$ cat config.mk
export PLATFORM = sky130hd
export DESIGN_NAME = i2cRegFront
export DESIGN_NICKNAME = d
export VERILOG_FILES = /design/src/rtl/i2cRegFrontPkg.sv /design/src/rtl/rfFifo.sv /design/src/rtl/i2cRfDatapath.sv /design/src/rtl/i2cRfControl.sv /design/src/rtl/i2cRegFront.sv
export SDC_FILE = /design/constraint.sdc
export NUM_CORES = 1
export LEC_CHECK = 0
export BUFFER_PORTS_ARGS = -buffer_cell sky130_fd_sc_hd__clkbuf_2
export CELL_PAD_IN_SITES_DETAIL_PLACEMENT = 0
export CELL_PAD_IN_SITES_GLOBAL_PLACEMENT = 1
export CORE_UTILIZATION = 44
export CTS_CLUSTER_DIAMETER = 100
export DETAILED_ROUTE_END_ITERATION = 8
export MAX_ROUTING_LAYER = met4
export PLACE_DENSITY = 0.88
export SYNTH_ARGS = -nofsm -noshare
export SYNTH_HDL_FRONTEND = slang
export SYNTH_SLANG_ARGS = --single-unit
$ cat constraint.sdc
create_clock -name clk -period 2.4 [get_ports clk]
set_input_delay 0 -clock clk [delete_from_list [all_inputs] [get_ports clk]]
set_output_delay 0 -clock clk [all_outputs]
set_load 0.02 [all_outputs]
$ cat src/rtl/i2cRegFrontPkg.sv
package i2cRegFrontPkg;

  localparam int ADDR_W = 6;
  localparam int CMD_W  = 10;
  localparam int BYTE_W = 8;
  localparam int ISR_W  = 5;
  localparam int THR_W  = 2;
  localparam int CTRL_W = 2 + 2 * THR_W;

  localparam int BIT_TXRDY = 0;
  localparam int BIT_RXRDY = 1;
  localparam int BIT_NACK  = 2;
  localparam int BIT_ARB   = 3;
  localparam int BIT_RXOVF = 4;

  typedef enum logic [3:0] {
    REG_CMD    = 4'd0,
    REG_RXD    = 4'd1,
    REG_CTRL   = 4'd2,
    REG_IEN    = 4'd3,
    REG_ISR    = 4'd4,
    REG_STAT   = 4'd5,
    REG_CMDLVL = 4'd6,
    REG_RXLVL  = 4'd7,
    REG_SCLLO  = 4'd8,
    REG_SCLHI  = 4'd9,
    REG_HOLD   = 4'd10
  } regIdx_e;

  // Strobes from the register control to the datapath
  typedef struct packed {
    logic             cmdPush;
    logic             rxPop;
    logic             flush;
    logic [ISR_W-1:0] clrMask;
  } dpStrobe_t;

endpackage

$ cat src/rtl/rfFifo.sv
module rfFifo #(
  parameter int WIDTH = 8,
  parameter int DEPTH = 4,
  localparam int PTR_W = (DEPTH > 1) ? $clog2(DEPTH) : 1,
  localparam int LVL_W = $clog2(DEPTH + 1)
) (
  input  logic             clk,
  input  logic             rstN,
  input  logic             flush,
  input  logic             push,
  input  logic             pop,
  input  logic [WIDTH-1:0] wdata,
  output logic [WIDTH-1:0] rdata,
  output logic [LVL_W-1:0] level,
  output logic             full,
  output logic             empty
);

  logic [WIDTH-1:0] mem [DEPTH];
  logic [PTR_W-1:0] wrPtr, rdPtr;
  logic doPush, doPop;

  assign full   = (level == LVL_W'(DEPTH));
  assign empty  = (level == '0);
  assign doPush = push && !full && !flush;
  assign doPop  = pop && !empty && !flush;
  assign rdata  = mem[rdPtr];

  function automatic logic [PTR_W-1:0] nextPtr(input logic [PTR_W-1:0] p);
    return (p == PTR_W'(DEPTH - 1)) ? '0 : p + 1'b1;
  endfunction

  always_ff @(posedge clk or negedge rstN) begin
    if (!rstN) begin
      wrPtr <= '0;
      rdPtr <= '0;
      level <= '0;
    end else if (flush) begin
      wrPtr <= '0;
      rdPtr <= '0;
      level <= '0;
    end else begin
      if (doPush) wrPtr <= nextPtr(wrPtr);
      if (doPop)  rdPtr <= nextPtr(rdPtr);
      case ({doPush, doPop})
        2'b10:   level <= level + 1'b1;
        2'b01:   level <= level - 1'b1;
        default: level <= level;
      endcase
    end
  end

  always_ff @(posedge clk) begin
    if (doPush) mem[wrPtr] <= wdata;
  end

endmodule

$ cat src/rtl/i2cRfDatapath.sv
module i2cRfDatapath
  import i2cRegFrontPkg::*;
#(
  parameter int DEPTH = 4,
  localparam int LVL_W = $clog2(DEPTH + 1)
) (
  input  logic              clk,
  input  logic              rstN,
  input  dpStrobe_t         stb,
  input  logic [CMD_W-1:0]  cmdWdata,
  input  logic              cmdTake,
  input  logic              rxValid,
  input  logic [BYTE_W-1:0] rxByte,
  input  logic              nackEvt,
  input  logic              arbEvt,
  input  logic [THR_W-1:0]  txThr,
  input  logic [THR_W-1:0]  rxThr,
  input  logic [ISR_W-1:0]  ienReg,
  output logic              cmdValid,
  output logic [CMD_W-1:0]  cmdData,
  output logic [LVL_W-1:0]  cmdLevel,
  output logic [LVL_W-1:0]  rxLevel,
  output logic [BYTE_W-1:0] rxHead,
  output logic [ISR_W-1:0]  isrReg,
  output logic              irq
);

  logic cmdFull, cmdEmpty, rxFull, rxEmpty, enabled;
  logic [BYTE_W-1:0] rxOut;
  logic [ISR_W-1:0]  setVec;

  assign enabled = !stb.flush;

  rfFifo #(.WIDTH(CMD_W), .DEPTH(DEPTH)) cmdQ (
    .clk(clk), .rstN(rstN), .flush(stb.flush),
    .push(stb.cmdPush), .pop(cmdTake), .wdata(cmdWdata),
    .rdata(cmdData), .level(cmdLevel), .full(cmdFull), .empty(cmdEmpty)
  );

  rfFifo #(.WIDTH(BYTE_W), .DEPTH(DEPTH)) rxQ (
    .clk(clk), .rstN(rstN), .flush(stb.flush),
    .push(rxValid), .pop(stb.rxPop), .wdata(rxByte),
    .rdata(rxOut), .level(rxLevel), .full(rxFull), .empty(rxEmpty)
  );

  assign cmdValid = !cmdEmpty;
  assign rxHead   = rxEmpty ? '0 : rxOut;

  always_comb begin
    setVec            = '0;
    setVec[BIT_TXRDY] = enabled && (int'(cmdLevel) <= int'(txThr));
    setVec[BIT_RXRDY] = enabled && (int'(rxLevel) > int'(rxThr));
    setVec[BIT_NACK]  = enabled && nackEvt;
    setVec[BIT_ARB]   = enabled && arbEvt;
    setVec[BIT_RXOVF] = enabled && rxValid && rxFull;
  end

  // Sticky bits: a pending set outranks a clear in the same cycle
  always_ff @(posedge clk or negedge rstN) begin
    if (!rstN) isrReg <= '0;
    else       isrReg <= (isrReg & ~stb.clrMask) | setVec;
  end

  assign irq = |(isrReg & ienReg);

endmodule

$ cat src/rtl/i2cRfControl.sv
module i2cRfControl
  import i2cRegFrontPkg::*;
#(
  parameter int DATA_W = 32,
  parameter int TIM_W  = 16,
  parameter int LVL_W  = 3
) (
  input  logic              clk,
  input  logic              rstN,
  input  logic              busWe,
  input  logic              busRe,
  input  logic [ADDR_W-1:0] busAddr,
  input  logic [DATA_W-1:0] busWdata,
  output logic [DATA_W-1:0] busRdata,
  input  logic              engBusy,
  input  logic [LVL_W-1:0]  cmdLevel,
  input  logic [LVL_W-1:0]  rxLevel,
  input  logic [BYTE_W-1:0] rxHead,
  input  logic [ISR_W-1:0]  isrReg,
  output dpStrobe_t         stb,
  output logic [ISR_W-1:0]  ienReg,
  output logic              coreEn,
  output logic              fastMode,
  output logic [THR_W-1:0]  txThr,
  output logic [THR_W-1:0]  rxThr,
  output logic [TIM_W-1:0]  sclLow,
  output logic [TIM_W-1:0]  sclHigh,
  output logic [TIM_W-1:0]  sdaHold
);

  logic [CTRL_W-1:0] ctrlReg;
  regIdx_e wordIdx;
  logic [DATA_W-1:0] rdMux;

  assign wordIdx  = regIdx_e'(busAddr[ADDR_W-1:2]);
  assign coreEn   = ctrlReg[0];
  assign fastMode = ctrlReg[1];
  assign txThr    = ctrlReg[2 +: THR_W];
  assign rxThr    = ctrlReg[2 + THR_W +: THR_W];

  always_ff @(posedge clk or negedge rstN) begin
    if (!rstN) begin
      ctrlReg <= '0;
      ienReg  <= '0;
      sclLow  <= '0;
      sclHigh <= '0;
      sdaHold <= '0;
    end else if (busWe) begin
      case (wordIdx)
        REG_CTRL:  ctrlReg <= busWdata[CTRL_W-1:0];
        REG_IEN:   ienReg  <= busWdata[ISR_W-1:0];
        REG_SCLLO: sclLow  <= busWdata[TIM_W-1:0];
        REG_SCLHI: sclHigh <= busWdata[TIM_W-1:0];
        REG_HOLD:  sdaHold <= busWdata[TIM_W-1:0];
        default: ;
      endcase
    end
  end

  always_comb begin
    stb.cmdPush = busWe && (wordIdx == REG_CMD) && coreEn;
    stb.rxPop   = busRe && (wordIdx == REG_RXD) && coreEn;
    stb.flush   = !coreEn;
    stb.clrMask = (busWe && (wordIdx == REG_ISR)) ? busWdata[ISR_W-1:0] : '0;
  end

  always_comb begin
    case (wordIdx)
      REG_RXD:    rdMux = DATA_W'(rxHead);
      REG_CTRL:   rdMux = DATA_W'(ctrlReg);
      REG_IEN:    rdMux = DATA_W'(ienReg);
      REG_ISR:    rdMux = DATA_W'(isrReg);
      REG_STAT:   rdMux = DATA_W'(engBusy && coreEn);
      REG_CMDLVL: rdMux = DATA_W'(cmdLevel);
      REG_RXLVL:  rdMux = DATA_W'(rxLevel);
      REG_SCLLO:  rdMux = DATA_W'(sclLow);
      REG_SCLHI:  rdMux = DATA_W'(sclHigh);
      REG_HOLD:   rdMux = DATA_W'(sdaHold);
      default:    rdMux = '0;
    endcase
  end

  assign busRdata = busRe ? rdMux : '0;

endmodule

$ cat src/rtl/i2cRegFront.sv
module i2cRegFront
  import i2cRegFrontPkg::*;
#(
  parameter int DEPTH  = 4,
  parameter int DATA_W = 32,
  parameter int TIM_W  = 16
) (
  input  logic              clk,
  input  logic              rstN,
  input  logic              busWe,
  input  logic              busRe,
  input  logic [5:0]        busAddr,
  input  logic [DATA_W-1:0] busWdata,
  output logic [DATA_W-1:0] busRdata,
  output logic              irq,
  output logic              cmdValid,
  output logic [9:0]        cmdData,
  input  logic              cmdTake,
  input  logic              rxValid,
  input  logic [7:0]        rxByte,
  input  logic              nackEvt,
  input  logic              arbEvt,
  input  logic              engBusy,
  output logic              coreEn,
  output logic              fastMode,
  output logic [TIM_W-1:0]  sclLow,
  output logic [TIM_W-1:0]  sclHigh,
  output logic [TIM_W-1:0]  sdaHold
);

  localparam int LVL_W = $clog2(DEPTH + 1);

  dpStrobe_t         stb;
  logic [LVL_W-1:0]  cmdLevel, rxLevel;
  logic [BYTE_W-1:0] rxHead;
  logic [ISR_W-1:0]  isrReg, ienReg;
  logic [THR_W-1:0]  txThr, rxThr;

  i2cRfControl #(.DATA_W(DATA_W), .TIM_W(TIM_W), .LVL_W(LVL_W)) ctl (
    .clk(clk), .rstN(rstN), .busWe(busWe), .busRe(busRe), .busAddr(busAddr),
    .busWdata(busWdata), .busRdata(busRdata), .engBusy(engBusy),
    .cmdLevel(cmdLevel), .rxLevel(rxLevel), .rxHead(rxHead), .isrReg(isrReg),
    .stb(stb), .ienReg(ienReg), .coreEn(coreEn), .fastMode(fastMode),
    .txThr(txThr), .rxThr(rxThr), .sclLow(sclLow), .sclHigh(sclHigh),
    .sdaHold(sdaHold)
  );

  i2cRfDatapath #(.DEPTH(DEPTH)) dp (
    .clk(clk), .rstN(rstN), .stb(stb), .cmdWdata(busWdata[CMD_W-1:0]),
    .cmdTake(cmdTake), .rxValid(rxValid), .rxByte(rxByte),
    .nackEvt(nackEvt), .arbEvt(arbEvt), .txThr(txThr), .rxThr(rxThr),
    .ienReg(ienReg), .cmdValid(cmdValid), .cmdData(cmdData),
    .cmdLevel(cmdLevel), .rxLevel(rxLevel), .rxHead(rxHead),
    .isrReg(isrReg), .irq(irq)
  );

endmodule

# Yosys cells after proc, flatten, opt, wreduce, memory -nomap -nowiden
# Memories as Yosys holds them, arrays and structs flattened.
# Cells that the tools add are included.
dict set report word_totals {
  reg_bits 78
  n_memories 2
  mem_bits_rw 72
  output_inout_bits 94
  input_bits 55
}
# name depth word_bits read_ports rd_ports_with_merged_regs wr line_no
set memory_table {}
lappend memory_table {dp.cmdQ.mem 4 10 1 0 1 rfFifo.sv:19} ;# logic [WIDTH-1:0] mem [DEPTH];
lappend memory_table {dp.rxQ.mem 4 8 1 0 1 rfFifo.sv:19}
dict set report op_classes {
  n_addsub 8
  reduce_logical 33
  magnitude_cmp 2
  n_eq_ne 26
  n_mux 24
  n_bitwise 4
}
# operator n
set ops {}
lappend ops {{case mux 16 bit (10 select lines)} 1}
lappend ops {{2-to-1 mux 2 bit} 12}
lappend ops {{logical AND 1 bit} 20}
lappend ops {{equality test 4 x 3 -> 1 bit (second input constant)} 4}
lappend ops {{2-to-1 mux 16 bit} 1}
lappend ops {{equality test 2 bit (second input constant)} 6}
lappend ops {{equality test 4 bit (second input constant)} 3}
lappend ops {{case mux 3 bit (2 select lines)} 2}
lappend ops {{AND 5 bit} 2}
lappend ops {{AND reduction 2 bit} 5}
lappend ops {{adder 2 x 1 -> 2 bit (second input constant)} 4}
lappend ops {{equality test 4 x 2 -> 1 bit (second input constant)} 2}
lappend ops {{2-to-1 mux 8 bit} 1}
lappend ops {{inequality test 2 x 1 -> 1 bit (second input constant)} 4}
lappend ops {{adder 3 x 1 -> 3 bit (second input constant)} 2}
lappend ops {{equality test 3 bit (second input constant)} 2}
lappend ops {{zero test 3 bit} 2}
lappend ops {{2-to-1 mux 3 bit} 2}
lappend ops {{inequality test 3 x 1 -> 1 bit (second input constant)} 2}
lappend ops {{subtractor 3 x 1 -> 3 bit (second input constant)} 2}
lappend ops {{2-to-1 mux 5 bit} 1}
lappend ops {{NOT 5 bit} 1}
lappend ops {{bitwise OR 5 bit} 1}
lappend ops {{OR reduction 5 bit} 1}
lappend ops {{7 further kinds} 14}

# Logic depth before layout (Yosys ltp)
dict set report depth {
  depth_word 8
  mapped_depth 9
  depth_no_buf 7
}

# Modules after synthesis
# Synthesis repeated with hierarchy kept, for this count alone.
dict set report unflattened {
  cells_unflattened 559
  hier_area_um2 7552.2
}
# mod cells_each area_each_um2 seq_area_each_um2 n_inst
set by_module_without_submodules {}
lappend by_module_without_submodules {i2cRfControl 283 3324.4 1476.4 1}
lappend by_module_without_submodules {{rfFifo (dp.cmdQ)} 120 2074.5 1376.3 1}
lappend by_module_without_submodules {{rfFifo (dp.rxQ)} 110 1784.2 1136.1 1}
lappend by_module_without_submodules {i2cRfDatapath 46 369.1 125.1 1}

# Worst setup path before layout
# Ideal clock, no wire load.
dict set report synth_timing {
  kind {register -> register}
  start {register dp.rxQ.level[0]}
  end {register dp.rxQ.level[1]}
  stages_incl_launch_ff 9
  arrival_ps 2049
  path_buffers 1
  setup_ps 122
  path_slack_ps 230
  path_cell_list {dfrtp_1 clkbuf_1 or3b_2 nand2_1 nand2_1 nor2_1 fa_1 a21o_1 o2111a_1}
}
dict set report synth_between {
  elab_chain_len 7
  word_cells_on_any_way 15
}
# element line_no
set synth_lines {}
lappend synth_lines {{start: declaration} rfFifo.sv:14} ;# output logic [LVL_W-1:0] level,
lappend synth_lines {{start signal: assignment} rfFifo.sv:46} ;# 2'b10: level <= level + 1'b1;
lappend synth_lines {{start signal: assignment} rfFifo.sv:47} ;# 2'b01: level <= level - 1'b1;
lappend synth_lines {{start signal: assignment} rfFifo.sv:48} ;# default: level <= level;
lappend synth_lines {{equality test 3 bit or zero test 3 bit (tied branches)} {rfFifo.sv:23, rfFifo.sv:24}}
lappend synth_lines {{zero test 1 bit, on equally long branches} {rfFifo.sv:25, rfFifo.sv:26}}
lappend synth_lines {{logical AND 1 bit, on equally long branches (2 in series)} {rfFifo.sv:25, rfFifo.sv:26}}
lappend synth_lines {{equality test 2 x 1 -> 1 bit or equality test 2 bit (tied branches)} rfFifo.sv:45} ;# case ({doPush, doPop})
lappend synth_lines {{case mux 3 bit (2 select lines)} rfFifo.sv:45}
lappend synth_lines {{2-to-1 mux 3 bit} rfFifo.sv:38} ;# end else if (flush) begin
# Several ways; a longest one is shown, not always the timed one.
# A chain may end at the register's enable or synchronous reset.

# Worst setup path in the final report
dict set report layout_timing {
  start {register dp.rxQ.rdPtr[0]}
  end {output port busRdata[4]}
}
dict set report layout_between {
  elab_chain_len 4
}
# element line_no
set layout_lines {}
lappend layout_lines {{start: declaration} rfFifo.sv:20} ;# logic [PTR_W-1:0] wrPtr, rdPtr;
lappend layout_lines {{start signal: assignment} rfFifo.sv:44} ;# if (doPop) rdPtr <= nextPtr(rdPtr);
lappend layout_lines {{memory (4 x 8 bit)} --}
lappend layout_lines {{2-to-1 mux 8 bit} i2cRfDatapath.sv:47} ;# assign rxHead = rxEmpty ? '0 : rxOut;
lappend layout_lines {{case mux 16 bit (10 select lines)} i2cRfControl.sv:68} ;# case (wordIdx)
lappend layout_lines {{2-to-1 mux 16 bit} i2cRfControl.sv:83} ;# assign busRdata = busRe ? rdMux : '0;
lappend layout_lines {{end: declaration} i2cRegFront.sv:14} ;# output logic [DATA_W-1:0] busRdata,
# No other way between the ends.

==> impl_metrics.yaml <==
worst_setup_path:
  critPathLaunchType: "flip-flop"
  worstPathArrival_ns: 2.21
  cp.required_ns: 2.40
  r2r_start: "dp.rxQ.level[2]"
  cp-startpoint: "dp.rxQ.rdPtr[0]"
  path_class: "flip-flop to output pin"
  end_kind: "output pin"
  path_max_fanout: 10
power:
  seqPwrFrac_pct: 43.9
  p_sw_w: 0.00208
  clock_power_share_pct: 37.5
  combPwrFrac_pct: 18.7
  p_leak_nw: 3.74
  power_density_mw_per_mm2: 831
  p_int_w: 0.00526
  switching_share_pct: 28.3
  ir_worst_vdd_mv: 0.672
min_path:
  min_path_type: "input port to flip-flop"
  hp-start: "cmdTake"
clock_network:
  htree_levels: 4
  cts_tree: "yes"
  clk_path_buf_depth: 2
  cts_inserted_buffers: 17
  ctsResizeCount: 0
  clk_pin_slew_ns: 0.06
  clk_latency_ns: 0.43
  ctsHoldBuffers: 28
  clkSinkCount: 150
  cts_setup_buffers: 0
  cts_root_buf: "clkbuf_16"
finish:
  layout-drive-gt1-share_pct: 32.3
  n_fill_cell: 1296
  n_antenna_cell: 0
  area_growth_pct: 22.9
  fin_nets: 747
drt:
  wl_per_cell_um: 18.9
  firstDrtPassIters: 4
  final_antenna_net_count: 0
  m1WireLength_mm: 7.20
  drt_iter0_drc: 361
  dr_wl_met3_mm: 1.25
  highest-signal-layer: "met4"
  dr_wl_met2_mm: 8.40
  vias: 4867
  routed_wl_mm: 17.1
  drc_errors: 0
  viasPerCell: 5.37
synth:
  netlist_top_cells_count: "78 x dfrtp_1, 72 x edfxtp_1, 31 x mux2_2"
  synthArstFlopShare_pct: 52.0
  syn_area_sq_mm: 0.00719
  synthCells: 527
  syn-mean-instance-area_sq_um: 13.6
  synth-edff-count: 72
  yosysTopAreaCell: "edfxtp_1"
  seq_area_frac_synth_pct: 57.2
  synth_area_leaders: "edfxtp_1 30%, dfrtp_1 27%, mux4_2 5.6%, mux2_2 4.9%, mux2_1 4.4%"
  ys_types: 69
  synth_ff_type: "dfrtp_1"
  ys_seq_elements: 150
  yosysMostFrequentCell: "dfrtp_1"
  ys.warnings.count: 0
  yosys.area.top_type_share_pct: 30.1
sta:
  max_clock_freq_ghz: 0.453
  setup_viol_count_final: 0
  fin_crit_ns: 2.21
  tns_ns: 0
  hold_violations: 0
  worst_slack_ns: 0.192
  maxSlewViolCount: 0
  skew_ns: 0.00961
  post-route-period-util_pct: 92.0
  rsz0062_at_grt: "no"
  slew-limit-headroom_pct: 31.6
  tightest_slew_ns: 1.03
global_routing:
  grt_pass1_wl_mm: 26.5
  grt_use_total_pct: 22.1
  grt_pass1_vias: 4804
  grt_remaining_overflow: 0
  grt_max_degree: 79
  antenna_found_initial: 0
placed_design:
  preCtsSetupSlack_ns: 0.253
  io_buffers: 114
  place.gp.congestion: 0.838
  place_hpwl_mm: 12.1
floorplan:
  start_util_pct: 45.1
  die_x_um: 130
  dieArea_sq_mm: 0.0169
  num_io_pins: 149
  core_area_sq_mm: 0.0159
  die_h_um: 130
  rows: 46
status:
  outcome: "finished, final reports clean"
run:
  max_cap_viol_count: 0
-- cell families after synthesis --
kind of cell	share of synthesized area [%]
flops	57.2
simple gates	9.10
mux	18.2
compound gates	7.15
buf+inv	4.93
fa+ha+maj	2.82
xor+xnor	0.487
other cells	0.0522
-- layer usage --
| layer | track usage [%] | up-vias |
|---|---|---|
| met4 | 7.46 | 0 |
| met3 | 5.86 | 26 |
| met5 | - | - |
| met1 | 27.9 | 2441 |
| li1 | - | 2228 |
| met2 | 34.6 | 172 |
-- cell type report --
type | instances | area, sq um | share of cell area (%)
Timing Repair Buffer | 163 | 1010 | 11.4
Clock inverter | 14 | 183 | 2.07
Sequential cell | 150 | 4110 | 46.6
Multi-Input combinational cell | 331 | 2780 | 31.4
Inverter | 14 | 52.6 | 0.595
Clock buffer | 18 | 429 | 4.86
Tap cell | 216 | 270 | 3.06
-- power groups by stage --
stage	combinational (W)	sequential [W]	clock (W)
2_1_floorplan	0.000621	0.00344	0
3_3_place_gp	0.00130	0.00324	0
3_5_place_dp	0.00134	0.00326	0
4_1_cts	0.00138	0.00322	0.00278
5_1_grt	0.00149	0.00325	0.00291
6_report	0.00137	0.00322	0.00275
-- worst max-delay path, stage by stage (launching register included) --
cell and delay, ns:
dfrtp_1 0.70, mux4_2 0.60, a32oi_1 0.18, a21oi_1 0.12, clkbuf_2 0.18
-- path summary, 6_finish.rpt --
path                       slack (ns)  cells after the start          endpoint
max                              0.19                      4       busRdata[4]
min                              0.07                      5  dp.cmdQ.rdPtr[0]
max reg2reg                      0.24                      7   dp.rxQ.level[1]
min reg2reg                      0.52                      1   ctl.sdaHold[14]
max in group asynchronous        1.44                      2  dp.cmdQ.rdPtr[0]
min in group asynchronous        0.30                      2    ctl.sclHigh[9]
-- stage by stage --
step | instance area [sq um] | cells | hold WS (ns) | utilization, % | total power (W)
2_1_floorplan | 7240 | 542 | -0.296 | - | 0.00406
3_3_place_gp | 7940 | 846 | 0.208 | 49.8 | 0.00454
3_5_place_dp | 7940 | 846 | 0.222 | 49.8 | 0.00460
4_1_cts | 8840 | 906 | 0.0516 | 55.4 | 0.00737
5_1_grt | 8840 | 906 | 0.0867 | 55.4 | 0.00766
6_report | 8840 | 906 | 0.0688 | 55.4 | 0.00734
-- state kept, by name (all words and copies together), names as in the netlist --
signal and flops:
ctl.ctrlReg 6, ctl.ienReg 5, ctl.sclHigh 16, ctl.sclLow 16, ctl.sdaHold 16, dp.cmdQ.level 3
dp.cmdQ.mem 40, dp.cmdQ.rdPtr 2, dp.cmdQ.wrPtr 2, dp.isrReg 5, dp.rxQ.level 3, dp.rxQ.mem 32
dp.rxQ.rdPtr 2, dp.rxQ.wrPtr 2
-- layout by cell type (no fill, tap or decap), types with 3 or more instances in the layout --
master / synthesis / routed
nor3_1: 5 / 5
nand3_1: 8 / 8
nor2b_1: 6 / 6
a21oi_1: 24 / 24
mux2i_1: 24 / 24
inv_1: 13 / 13
a22o_1: 4 / 4
nand2b_1: 4 / 4
clkbuf_2: 0 / 113
a32oi_1: 3 / 3
ha_1: 13 / 13
or3_1: 4 / 4
xor2_1: 3 / 3
conb_1: 1 / 16
o21ai_0: 6 / 6
bufinv_16: 0 / 4
a21o_1: 5 / 5
mux4_2: 18 / 18
clkinv_1: 1 / 4
buf_4: 20 / 22
mux2_1: 28 / 28
nand2_1: 28 / 28
clkbuf_16: 0 / 17
and2_1: 13 / 13
a31oi_1: 4 / 4
dfrtp_1: 78 / 78
mux2_2: 31 / 31
dlygate4sd3_1: 0 / 28
and3_1: 4 / 4
nor2_1: 29 / 29
edfxtp_1: 72 / 72
nand4_1: 5 / 5
(Power assumes the default switching activity.)
